==> src/rtl/bt_pkg.sv <==
package bt_pkg;

    localparam int CR_W = 32;

    localparam logic [5:0] OPC_IMM  = 6'd18;
    localparam logic [5:0] OPC_COND = 6'd16;
    localparam logic [5:0] OPC_REG  = 6'd19;
    localparam logic [9:0] XO_LINK  = 10'd16;
    localparam logic [9:0] XO_COUNT = 10'd528;

    typedef enum logic [2:0] {
        FORM_NONE,
        FORM_IMM,
        FORM_COND,
        FORM_LINK,
        FORM_COUNT
    } form_e;

    typedef struct packed {
        form_e      form;
        logic [4:0] bo;
        logic [4:0] bi;
        logic       absolute;
        logic       link;
    } dec_t;

endpackage

==> src/rtl/bt_decode.sv <==
module bt_decode
    import bt_pkg::*;
#(
    parameter int ADDR_W = 32
) (
    input  logic [31:0]       instr_i,
    output dec_t              dec_o,
    output logic [ADDR_W-1:0] disp_o
);

    localparam int IMM_W  = 26;
    localparam int COND_W = 16;

    logic [5:0]        opcode;
    logic [9:0]        xo;
    logic [ADDR_W-1:0] disp_imm;
    logic [ADDR_W-1:0] disp_cond;

    assign opcode = instr_i[31:26];
    assign xo     = instr_i[10:1];

    generate
        if (ADDR_W > IMM_W) begin : g_wide
            assign disp_imm  = {{(ADDR_W-IMM_W){instr_i[25]}}, instr_i[25:2], 2'b00};
            assign disp_cond = {{(ADDR_W-COND_W){instr_i[15]}}, instr_i[15:2], 2'b00};
        end else begin : g_narrow
            assign disp_imm  = ADDR_W'({instr_i[25:2], 2'b00});
            assign disp_cond = {{(ADDR_W-COND_W){instr_i[15]}}, instr_i[15:2], 2'b00};
        end
    endgenerate

    always_comb begin
        dec_o          = '0;
        dec_o.form     = FORM_NONE;
        dec_o.bo       = instr_i[25:21];
        dec_o.bi       = instr_i[20:16];
        dec_o.absolute = instr_i[1];
        dec_o.link     = instr_i[0];
        disp_o         = '0;
        unique case (opcode)
            OPC_IMM: begin
                dec_o.form = FORM_IMM;
                disp_o     = disp_imm;
            end
            OPC_COND: begin
                dec_o.form = FORM_COND;
                disp_o     = disp_cond;
            end
            OPC_REG: begin
                if (xo == XO_LINK) begin
                    dec_o.form = FORM_LINK;
                end else if (xo == XO_COUNT) begin
                    dec_o.form = FORM_COUNT;
                end
                dec_o.absolute = 1'b0;
            end
            default: begin
                dec_o.form = FORM_NONE;
            end
        endcase
    end

endmodule

==> src/rtl/bt_cond.sv <==
module bt_cond
    import bt_pkg::*;
#(
    parameter int ADDR_W = 32
) (
    input  dec_t              dec_i,
    input  logic [CR_W-1:0]   cr_i,
    input  logic [ADDR_W-1:0] ctr_i,
    output logic              taken_o,
    output logic              ctr_we_o,
    output logic [ADDR_W-1:0] ctr_next_o
);

    localparam logic [4:0] CR_TOP = 5'(CR_W - 1);

    logic       is_cond_like;
    logic       use_count;
    logic       use_cr;
    logic       count_zero;
    logic       count_ok;
    logic       cr_ok;
    logic [2:0] cr_field;
    logic [1:0] cr_pos;
    logic [4:0] cr_index;
    logic       cr_bit;

    assign is_cond_like = (dec_i.form == FORM_COND) || (dec_i.form == FORM_LINK)
                       || (dec_i.form == FORM_COUNT);

    // count decrement allowed only in conditional and link-indirect forms
    assign use_count  = ((dec_i.form == FORM_COND) || (dec_i.form == FORM_LINK)) && !dec_i.bo[2];
    assign ctr_next_o = ctr_i - ADDR_W'(1);
    assign count_zero = (ctr_next_o == '0);
    assign count_ok   = !use_count || (count_zero == dec_i.bo[1]);

    assign cr_field = dec_i.bi[4:2];
    assign cr_pos   = dec_i.bi[1:0];
    assign cr_index = CR_TOP - {cr_field, cr_pos};
    assign cr_bit   = cr_i[cr_index];
    assign use_cr   = is_cond_like && !dec_i.bo[4];
    assign cr_ok    = !use_cr || (cr_bit == dec_i.bo[3]);

    assign ctr_we_o = use_count;

    always_comb begin
        unique case (dec_i.form)
            FORM_IMM:   taken_o = 1'b1;
            FORM_COND,
            FORM_LINK,
            FORM_COUNT: taken_o = count_ok && cr_ok;
            default:    taken_o = 1'b0;
        endcase
    end

endmodule

==> src/rtl/bt_target.sv <==
module bt_target
    import bt_pkg::*;
#(
    parameter int ADDR_W = 32
) (
    input  dec_t              dec_i,
    input  logic [ADDR_W-1:0] disp_i,
    input  logic [ADDR_W-1:0] pc_i,
    input  logic [ADDR_W-1:0] lr_i,
    input  logic [ADDR_W-1:0] ctr_i,
    output logic [ADDR_W-1:0] target_o
);

    logic [ADDR_W-1:0] rel_target;
    logic [ADDR_W-1:0] imm_target;

    assign rel_target = pc_i + disp_i;
    assign imm_target = dec_i.absolute ? disp_i : rel_target;

    always_comb begin
        unique case (dec_i.form)
            FORM_IMM,
            FORM_COND:  target_o = imm_target;
            FORM_LINK:  target_o = {lr_i[ADDR_W-1:2], 2'b00};
            FORM_COUNT: target_o = {ctr_i[ADDR_W-1:2], 2'b00};
            default:    target_o = '0;
        endcase
    end

endmodule

==> src/rtl/bt_unit.sv <==
module bt_unit
    import bt_pkg::*;
#(
    parameter int ADDR_W = 32
) (
    input  logic              clk,
    input  logic              rst_n,
    input  logic              in_valid_i,
    input  logic [31:0]       instr_i,
    input  logic [ADDR_W-1:0] pc_i,
    input  logic [31:0]       cr_i,
    input  logic [ADDR_W-1:0] ctr_i,
    input  logic [ADDR_W-1:0] lr_i,
    output logic              out_valid_o,
    output logic              is_branch_o,
    output logic              taken_o,
    output logic [ADDR_W-1:0] target_o,
    output logic              link_we_o,
    output logic [ADDR_W-1:0] link_addr_o,
    output logic              ctr_we_o,
    output logic [ADDR_W-1:0] ctr_next_o
);

    localparam logic [ADDR_W-1:0] INSTR_BYTES = ADDR_W'(4);

    typedef struct packed {
        logic              vld;
        logic              is_br;
        logic              taken;
        logic [ADDR_W-1:0] target;
        logic              link_we;
        logic [ADDR_W-1:0] link_addr;
        logic              ctr_we;
        logic [ADDR_W-1:0] ctr_next;
    } out_t;

    dec_t              dec_w;
    logic [ADDR_W-1:0] disp_w;
    logic              taken_w;
    logic              ctr_we_w;
    logic [ADDR_W-1:0] ctr_next_w;
    logic [ADDR_W-1:0] target_w;
    logic              is_br_w;
    out_t              st_d;
    out_t              st_q;

    bt_decode #(.ADDR_W(ADDR_W)) decode_i (
        .instr_i (instr_i),
        .dec_o   (dec_w),
        .disp_o  (disp_w)
    );

    bt_cond #(.ADDR_W(ADDR_W)) cond_i (
        .dec_i      (dec_w),
        .cr_i       (cr_i),
        .ctr_i      (ctr_i),
        .taken_o    (taken_w),
        .ctr_we_o   (ctr_we_w),
        .ctr_next_o (ctr_next_w)
    );

    bt_target #(.ADDR_W(ADDR_W)) target_i (
        .dec_i    (dec_w),
        .disp_i   (disp_w),
        .pc_i     (pc_i),
        .lr_i     (lr_i),
        .ctr_i    (ctr_i),
        .target_o (target_w)
    );

    assign is_br_w = (dec_w.form != FORM_NONE);

    always_comb begin
        st_d         = st_q;
        st_d.vld     = in_valid_i;
        st_d.taken   = 1'b0;
        st_d.link_we = 1'b0;
        st_d.ctr_we  = 1'b0;
        if (in_valid_i) begin
            st_d.is_br     = is_br_w;
            st_d.taken     = is_br_w && taken_w;
            st_d.target    = target_w;
            st_d.link_we   = is_br_w && dec_w.link;
            st_d.link_addr = pc_i + INSTR_BYTES;
            st_d.ctr_we    = is_br_w && ctr_we_w;
            st_d.ctr_next  = ctr_next_w;
        end
    end

    always_ff @(posedge clk or negedge rst_n) begin
        if (!rst_n) begin
            st_q <= '0;
        end else begin
            st_q <= st_d;
        end
    end

    assign out_valid_o = st_q.vld;
    assign is_branch_o = st_q.is_br;
    assign taken_o     = st_q.taken;
    assign target_o    = st_q.target;
    assign link_we_o   = st_q.link_we;
    assign link_addr_o = st_q.link_addr;
    assign ctr_we_o    = st_q.ctr_we;
    assign ctr_next_o  = st_q.ctr_next;

endmodule

==> config.mk <==
export PLATFORM = sky130hd
export DESIGN_NAME = bt_unit
export DESIGN_NICKNAME = d
export VERILOG_FILES = /design/src/rtl/bt_pkg.sv /design/src/rtl/bt_decode.sv /design/src/rtl/bt_cond.sv /design/src/rtl/bt_target.sv /design/src/rtl/bt_unit.sv
export SDC_FILE = /design/constraint.sdc
export NUM_CORES = 1
export LEC_CHECK = 0
export BUFFER_PORTS_ARGS = -buffer_cell sky130_fd_sc_hd__buf_4
export CAP_MARGIN = 30
export CELL_PAD_IN_SITES_DETAIL_PLACEMENT = 0
export CELL_PAD_IN_SITES_GLOBAL_PLACEMENT = 1
export CORE_UTILIZATION = 37
export DETAILED_ROUTE_END_ITERATION = 7
export PLACE_DENSITY_LB_ADDON = 0.15
export SKIP_LAST_GASP = 1
export SYNTH_ARGS = -nofsm -noshare
export SYNTH_HDL_FRONTEND = slang
export SYNTH_SLANG_ARGS = --single-unit
==> constraint.sdc <==
create_clock -name clk -period 0.9 [get_ports clk]
set_input_delay 0.045 -clock clk [delete_from_list [all_inputs] [get_ports clk]]
set_output_delay 0.045 -clock clk [all_outputs]
set_load 0.02 [all_outputs]
==> run metrics, run 1 <==
status=finished with violations; failing checks=negative setup slack; non-filler cells, final=1,810; gr usage total=0.308; vias in the first global route=~9,400; Yosys top cell area share=0.326; Die ar.=about 22,000 µm²; fill count=1,479; Buf/Inv on CP=3; die width=between 100 and 150 µm; Multi-input gate area=about 6400 µm²; IO Pins=around 260; count of max-cap constraint violations=0; critical-path cell list=buf_6 > nor4b_4 > buf_4 > nand2b_4 > buf_12 > a21oi_4 > ha_4 > a21o_1 > a21o_1 > a21o_1 > a2111o_1 > a21o_1 > a2111oi_4 > nor3b_2 > o211ai_1; deepest level of the CTS H-tree=3; RePlAce Congestion=approximately 0.9; Skew-Pair Late Insertion Delay=0.36 ns; Final Critical Period=between 2 and 3 ns; Post-synth EDFFs=0; port buffer count=between 200 and 300; critical path arrival=between 2 and 3 ns; Netlist Area Pre-Place=~7800 µm²; starting density of the core=0.381; CP max stage cell=a2111o_1; Hold Vio Cnt, Final=0; commonest non-fill, non-tap cell in the layout=buf_4; DRC=0; register area share after synthesis=0.326; Critical Path Most Common Cell=a21o_1; die height=147 µm; CP endpoint kind=flop; post-DR wirelength/cell=about 19 µm; Lkg Pwr=about 7.1 nW; P&R area growth vs syn=98.5%; Via density=5.33; Critical Path Fanout Max=9; CP top delay family=compound AO/OA/AOI/OAI gates; dpl hpwl=roughly 26 mm; total global routing overflow=0; pre-CTS setup slack=-2.23 ns; Sink Count=101; slowest stage delay, CP=0.41 ns; Slew Limit Fails=0; Sum Neg Setup Slack=-72.57 ns; share of cells above drive strength 1=0.589; total area of sequential cells=roughly 2500 µm²; DP Cell Count=around 1,700; Yosys reg bits=approximately 100; cell taking the most area after synthesis=dfrtp_1; antenna violations before repair=1; syn_nets=about 1,100; crit path launch type=primary input; Core Rows=52; Synth Warn #=0; fmax=368 MHz; Cell Pwr Density=978 nW/µm²; Cell variety after synth=71; CTS tree=done; slew margin rel.=0.634; pin count of the biggest net entering global routing=84; Synth area leaders=dfrtp_1 (33%), a21oi_1 (7.1%), nor2_1 (5.8%); most frequent cells in the layout=buf_4 (481), buf_6 (160), nor2_1 (106); clk root buf=clkbuf_16; Post-synth ARST share=1.00; Crit path required time=around 1.2 ns; Hold Crit Class=primary input to flop; clk_skew=0 ns; DRT Pass-1 Iters=5; first-pass GRT wire length=~51 mm; total wire length=35.0 mm; ys flop type=dfrtp_1; R2R Setup Slk=-0.07 ns; core area=20,400 µm²; Mean Syn Cell Area=8.49 µm²; maximum vdd drop=about 0.9 mV; final core occ=0.756; unrepaired setup endpoints after global routing=true; nets@finish=1,730; period utilization=3.02; CP Class=primary input to flop; Slew @ Worst Pin=around 0.55 ns; Final WS setup=-1.82 ns; Final ANT Viol Nets=0; clock buffer count from CTS=9; final total power=~15 mW; Clock transition at path regs=approximately 0.080 ns; Setup-failing EPs final=approximately 190; cells after synthesis=about 910; routed vias=9,649; Iter 0 DRT Violations=between 500 and 600; clk buf depth=2
state kept, by name, summed over array words and instances, names as in the netlist:
name,flops
out_valid_o,1
is_branch_o,1
ctr_next_o,32
target_o,32
link_addr_o,32
link_we_o,1
ctr_we_o,1
taken_o,1
synthesized netlist by cell type (8+ instances only):
library cell,number
nor2_1,120
a21oi_1,110
dfrtp_1,101
nand2_1,75
xnor2_1,41
clkbuf_1,39
xor2_1,37
o21ai_0,36
ha_1,32
mux2i_1,26
nand3_1,24
nor3_1,22
and2_1,20
and3_1,16
a21o_1,15
a31oi_1,15
mux2_2,14
inv_1,11
mux4_2,10
a211oi_1,9
o21a_1,8
o221ai_1,8
through the flow:
step | area (µm²) | hold WS [ns]
3_3_place_gp | 12600 | -0.101
5_1_grt | 15400 | 0.0129
2_1_floorplan | 8430 | -0.251
6_report | 15400 | 0.00231
3_5_place_dp | 12600 | -0.103
4_1_cts | 14300 | 0.000253
final cells by class:
class | instances | area share
tap | 270 | 0.0220
timing repair buffer | 660 | 0.371
clock buffer | 10 | 0.0149
inverter | 12 | 0.00407
sequential | 101 | 0.164
multi-input combinational | 750 | 0.417
antenna | 1 | 0.000163
clock inverter | 6 | 0.00610
per-layer routing:
layer	wire length, µm	global-route usage	vias up	part of all wire
met1	14900	0.413	4688	0.43
li1	-	-	4551	-
met4	1010	0.105	0	0.029
met3	2040	0.0432	67	0.058
met2	17000	0.509	343	0.49
met5	0	0	-	0
worst paths after layout:
kind / start / endpoint / cells past startpoint
min: lr_i[14] / target_o[14] / 3
max: instr_i[28] / target_o[31] / 15
min in group asynchronous: rst_n / link_addr_o[5] / 2
max reg2reg: target_o[31] / target_o[31] / 3
max in group asynchronous: rst_n / link_addr_o[29] / 3
min reg2reg: target_o[6] / target_o[6] / 1
worst reg2reg max path, delay by kind of cell, from the launching register on:
family | cells | cell delay [ns]
flops | 1 | 0.41
buf+inv | 1 | 0.14
compound gates | 2 | 0.30
kinds of logic (layout without fill, tap and decap cells):
group	Yosys count	count (layout)	synth area share
buffers and inverters	62	688	0.0316
muxes	50	50	0.0830
xor gates and xnor gates	78	78	0.0881
adders and majority gates	33	33	0.0542
other	0	1	0
AOI/OAI and AO/OA	249	249	0.198
and+or+nand+nor	340	340	0.219
DFF	101	101	0.326
repair_timing:
action,4_1_cts,5_1_grt
hold buffers,7,0
endpoints found under the hold margin,109,0
buffers inserted,59,71
cloned,2,0
gates resized for setup,222,113
pin swaps,89,104
setup endpoints to repair,183,183
power breakdown:
group / leakage [nW] / internal (mW) / total [mW] / switching, mW
Sequential: 1.20 / 4.89 / 5.16 / 0.277
Clock: 0.159 / 2.48 / 4.47 / 1.99
Combinational: 5.75 / 2.87 / 5.41 / 2.54
No activity file was read; power rests on OpenSTA's default activity.
==> inputs of run 2 (changes only) <==
--- a/config.mk
+++ b/config.mk
@@ -12,6 +12,7 @@
 export CORE_UTILIZATION = 37
 export DETAILED_ROUTE_END_ITERATION = 7
 export PLACE_DENSITY_LB_ADDON = 0.15
+export SKIP_CTS_REPAIR_TIMING = 1
 export SKIP_LAST_GASP = 1
 export SYNTH_ARGS = -nofsm -noshare
 export SYNTH_HDL_FRONTEND = slang
==> run metrics, run 2 (same netlist as run 1, synthesis figures left out) <==
period utilization=2.99; Clock transition at path regs=roughly 0.080 ns; most frequent cells in the layout=buf_4 (453), buf_6 (136), nor2_1 (107); worst hold path startpoint=lr_i[14]; critical path arrival=2.99 ns; fmax=between 300 and 400 MHz; slowest stage delay, CP=around 0.31 ns; hold path cells=3; final core occ=0.718; Setup-failing EPs final=approximately 180; share of cells above drive strength 1=0.551; Via density=around 5.3; core area=between 20,000 and 25,000 µm²; Lkg Pwr=slightly below 7 nW; reg-to-reg endpoint=target_o[15]; r2r startpoint=target_o[15]; final total power=14.7 mW; Slew Limit Fails=0; clock buffer count from CTS=9; Final ANT Viol Nets=0; CP Class=primary input to flop; post-DR wirelength/cell=between 15 and 20 µm; clk root buf=clkbuf_16; CP top delay family=simple AND/OR/NAND/NOR gates; Critical Path Most Common Cell=buf_6; worst r2r path cells=3; GR peak layer=met2; CP max stage cell=or3_1; R2R Setup Slk=-0.07 ns; crit path launch type=primary input; routed vias=just over 9,000; Final Critical Period=2.69 ns; total wire length=~33 mm; Crit path required time=1.20 ns; Core Rows=between 50 and 60; Final WS setup=-1.79 ns; unrepaired setup endpoints after global routing=true; failing checks=negative hold slack, negative setup slack; RePlAce Congestion=roughly 0.90; grt met3 use=0.0320; Cell Pwr Density=1010 nW/µm²; CP endpoint kind=flop; starting density of the core=0.381; Buf/Inv on CP=4; met1 usage=0.408; status=finished with violations; die height=around 150 µm; Sink Count=approximately 100; Hold Vio Cnt, Final=1; first-pass GRT wire length=approximately 48 mm; pre-CTS setup slack=-2.23 ns; CP Launch Point=instr_i[29]; Min Hold Slack=-0.000356 ns; die width=around 150 µm; IO Pins=between 200 and 300; pin count of the biggest net entering global routing=84; Iter 0 DRT Violations=approximately 550; nets@finish=~1,700; critical-path cell list=buf_6 > nor4b_4 > nor2b_4 > buf_8 > buf_6 > and2_4 > ha_4 > fa_2 > nand3_4 > a211oi_4 > o21ai_4 > a21oi_2 > buf_4 > o21ai_1 > or3_1 > a31oi_1 > a211o_1; clk buf depth=2; Skew-Pair Late Insertion Delay=0.36 ns; Slew @ Worst Pin=approximately 0.54 ns; Die ar.=~22,000 µm²; Hold Crit Class=primary input to flop; CTS tree=done; met2 GRT Util=0.476; port buffer count=between 200 and 300; maximum vdd drop=roughly 0.9 mV; commonest non-fill, non-tap cell in the layout=buf_4; slew margin rel.=0.643; antenna violations before repair=1; worst hold endpoint=target_o[14]; DRT Pass-1 Iters=5; dpl hpwl=25.6 mm; P&R area growth vs syn=88.7%; Critical Path Fanout Max=5; vias in the first global route=just under 9,000; count of max-cap constraint violations=0; DRC=0; gr usage total=0.293; deepest level of the CTS H-tree=3; total global routing overflow=0; clk_skew=0 ns
run 2: changes by cell type in the layout (fill, tap and decap cells not counted), moves of 3 or more:
cell | previous run | this run
a21oi_4 | 8 | 4
o21ai_1 | 7 | 10
buf_4 | 481 | 453
a21oi_2 | 29 | 20
nand2_2 | 13 | 8
nand2_1 | 58 | 63
ha_4 | 18 | 14
a21oi_1 | 73 | 86
buf_8 | 2 | 5
xnor2_2 | 16 | 11
buf_6 | 160 | 136
ha_1 | 14 | 18
xnor2_1 | 23 | 29
run 2: cell type report:
class	instances	area (µm²)
multi-input combinational	750	6120
fill	1597	5730
timing repair buffer	609	5250
sequential	101	2530
tap	270	338
clock buffer	10	229
clock inverter	6	93.8
inverter	12	62.6
antenna	1	2.50
run 2: metrics by stage:
step / setup TNS (ns) / hold slack (ns) / cells / instance area [µm²]
after floorplan: -68.58 / -0.251 / 913 / 8430
after global placement: -98.80 / -0.101 / 1666 / 12600
after detailed placement: -100.19 / -0.103 / 1666 / 12600
after CTS: -74.03 / -0.492 / 1682 / 12900
after global routing: -81.32 / 0.00406 / 1758 / 14600
final: -71.80 / -0.000356 / 1759 / 14600
run 2: worst reg2reg max path: cells and delay by family, from the launching register on:
family	cells	cell delay (ns)
AO/OA/AOI/OAI	2	0.30
buffers and inverters	1	0.14
flip-flops	1	0.41
run 2: metal layers:
layer,vias up,routed length (µm)
li1,4466,-
met1,4521,14500
met2,305,16100
met3,58,1880
met4,0,1010
met5,-,0
run 2: worst max-delay path by stage:
stage | endpoint | slack (ns) | cells after the start
2_1_floorplan | target_o[31] | -1.81 | 14
3_3_place_gp | target_o[29] | -2.17 | 15
3_5_place_dp | target_o[29] | -2.23 | 15
4_1_cts | target_o[29] | -1.85 | 15
5_1_grt | target_o[22] | -1.93 | 17
6_report | target_o[22] | -1.79 | 17
run 2: power breakdown:
part | internal (mW) | switching, mW
Sequential | 4.89 | 0.275
Clock | 2.48 | 1.98
Combinational | 2.70 | 2.42
Total | 10.1 | 4.68
==> inputs of run 3 (changes only) <==
--- a/config.mk
+++ b/config.mk
@@ -9,7 +9,7 @@
 export CAP_MARGIN = 30
 export CELL_PAD_IN_SITES_DETAIL_PLACEMENT = 0
 export CELL_PAD_IN_SITES_GLOBAL_PLACEMENT = 1
-export CORE_UTILIZATION = 37
+export CORE_UTILIZATION = 40
 export DETAILED_ROUTE_END_ITERATION = 7
 export PLACE_DENSITY_LB_ADDON = 0.15
 export SKIP_CTS_REPAIR_TIMING = 1
==> constraint.sdc (replaced) <==
create_clock -name clk -period 3.1 [get_ports clk]
set_input_delay 0.155 -clock clk [delete_from_list [all_inputs] [get_ports clk]]
set_output_delay 0.155 -clock clk [all_outputs]
set_load 0.02 [all_outputs]
==> run metrics, run 3 (same netlist as run 1, synthesis figures left out) <==
worst hold endpoint=link_we_o; final core occ=0.583; Via density=~5.5; total area of sequential cells=about 2500 µm²; Hold Vio Cnt, Final=0; Cell Pwr Density=354 nW/µm²; CP endpoint kind=flop; Final Critical Period=2.89 ns; clk root buf=clkbuf_16; DRC=0; Iter 0 DRT Violations=roughly 560; Stages on worst setup path=15; Final Cell Area=11,000 µm²; die height=141 µm; period utilization=0.932; antenna violations before repair=0; non-filler cells, final=1,493; maximum vdd drop=0.280 mV; critical path arrival=3.12 ns; r2r startpoint=target_o[31]; Sink Count=slightly above 100; worst hold path startpoint=instr_i[0]; port buffer count=roughly 260; Slew @ Worst Pin=~0.84 ns; slew margin rel.=0.438; R2R Setup Slk=2.24 ns; DP Area=10,600 µm²; Die ar.=19,900 µm²; fmax=346 MHz; Sum Neg Setup Slack=0 ns; CP max stage cell=a221o_1; share of cells above drive strength 1=0.341; gr usage total=0.289; vias in the first global route=approximately 8,000; CTS tree=done; fill count=about 1,800; crit path launch type=primary input; Critical Path Fanout Max=6; total wire length=between 20 and 30 mm; Multi-input gate area=roughly 5100 µm²; clock buffer count from CTS=9; clk_skew=0 ns; Min Hold Slack=0.0246 ns; critical-path cell list=buf_4 > nor4b_4 > nor2b_2 > buf_4 > and2_1 > ha_1 > buf_4 > and4_1 > and3_1 > o21ai_1 > a21oi_2 > a221o_1 > o41ai_2 > xor2_1 > o221ai_1; Slew Limit Fails=0; Core Rows=50; CP Class=primary input to flop; routed vias=roughly 8,000; post-DR wirelength/cell=between 15 and 20 µm; Final ANT Viol Nets=0; RePlAce Congestion=approximately 0.90; CP top delay family=simple AND/OR/NAND/NOR gates; most frequent cells in the layout=buf_4 (350), nor2_1 (120), a21oi_1 (107); nets@finish=1,424; core area=18,800 µm²; die width=141 µm; Clock transition at path regs=roughly 0.080 ns; deepest level of the CTS H-tree=3; starting density of the core=0.412; count of max-cap constraint violations=0; P&R area growth vs syn=41.6%; Diodes inserted=0; Buf/Inv on CP=3; DP Cell Count=between 1,000 and 1,500; slowest stage delay, CP=roughly 0.32 ns; total global routing overflow=0; dpl hpwl=about 23 mm; Crit path required time=about 3.3 ns; hold path cells=2; Skew-Pair Late Insertion Delay=0.36 ns; commonest non-fill, non-tap cell in the layout=buf_4; first-pass GRT wire length=44.0 mm; DRT Pass-1 Iters=5; clk buf depth=2; reg-to-reg endpoint=target_o[31]; pin count of the biggest net entering global routing=90; worst r2r path cells=2; status=completed; Critical Path Most Common Cell=buf_4; IO Pins=264; Setup-failing EPs final=0; Lkg Pwr=about 5.1 nW; Hold Crit Class=primary input to flop
## run 3: layer usage
metal	up-vias	track usage	wire length (µm)
met2	245	0.452	13000
met3	41	0.0442	1630
met1	3933	0.404	13100
met4	0	0.0978	719
li1	3959	-	-
met5	-	0	0
## run 3: worst max path at each step
stage,from,endpoint,slack [ns]
2_1_floorplan,instr_i[10],target_o[21],0.002
5_1_grt,instr_i[29],target_o[26],-0.0007
6_report,instr_i[29],target_o[24],0.21
3_5_place_dp,instr_i[29],target_o[24],-0.30
4_1_cts,instr_i[29],target_o[24],0.03
3_3_place_gp,instr_i[29],target_o[24],-0.21
## run 3: stage by stage
| step | power [mW] | worst slack (ns) |
|---|---|---|
| global placement | 2.57 | -0.213 |
| floorplan | 2.00 | 0.00151 |
| detailed placement | 2.58 | -0.303 |
| global route | 4.04 | -0.000716 |
| CTS | 3.91 | 0.0322 |
| finish | 3.89 | 0.210 |
## run 3: worst register-to-register path: stages, from the launching register on
cell      delay [ns]
dfrtp_1         0.41
a22oi_1         0.21
o211ai_1        0.11
## run 3: layout make-up
class	instances	share of cell area
Tap cell	260	0.0296
Multi-Input combinational cell	750	0.460
Clock inverter	6	0.00934
Clock buffer	10	0.0218
Timing Repair Buffer	354	0.245
Inverter	12	0.00410
Sequential cell	101	0.230
## run 3: where the power goes
group / internal, mW / leakage (nW) / total, mW / switching [mW]
clock network: 0.746 / 0.166 / 1.32 / 0.577
logic: 0.499 / 3.75 / 1.08 / 0.585
registers: 1.42 / 1.20 / 1.48 / 0.0625
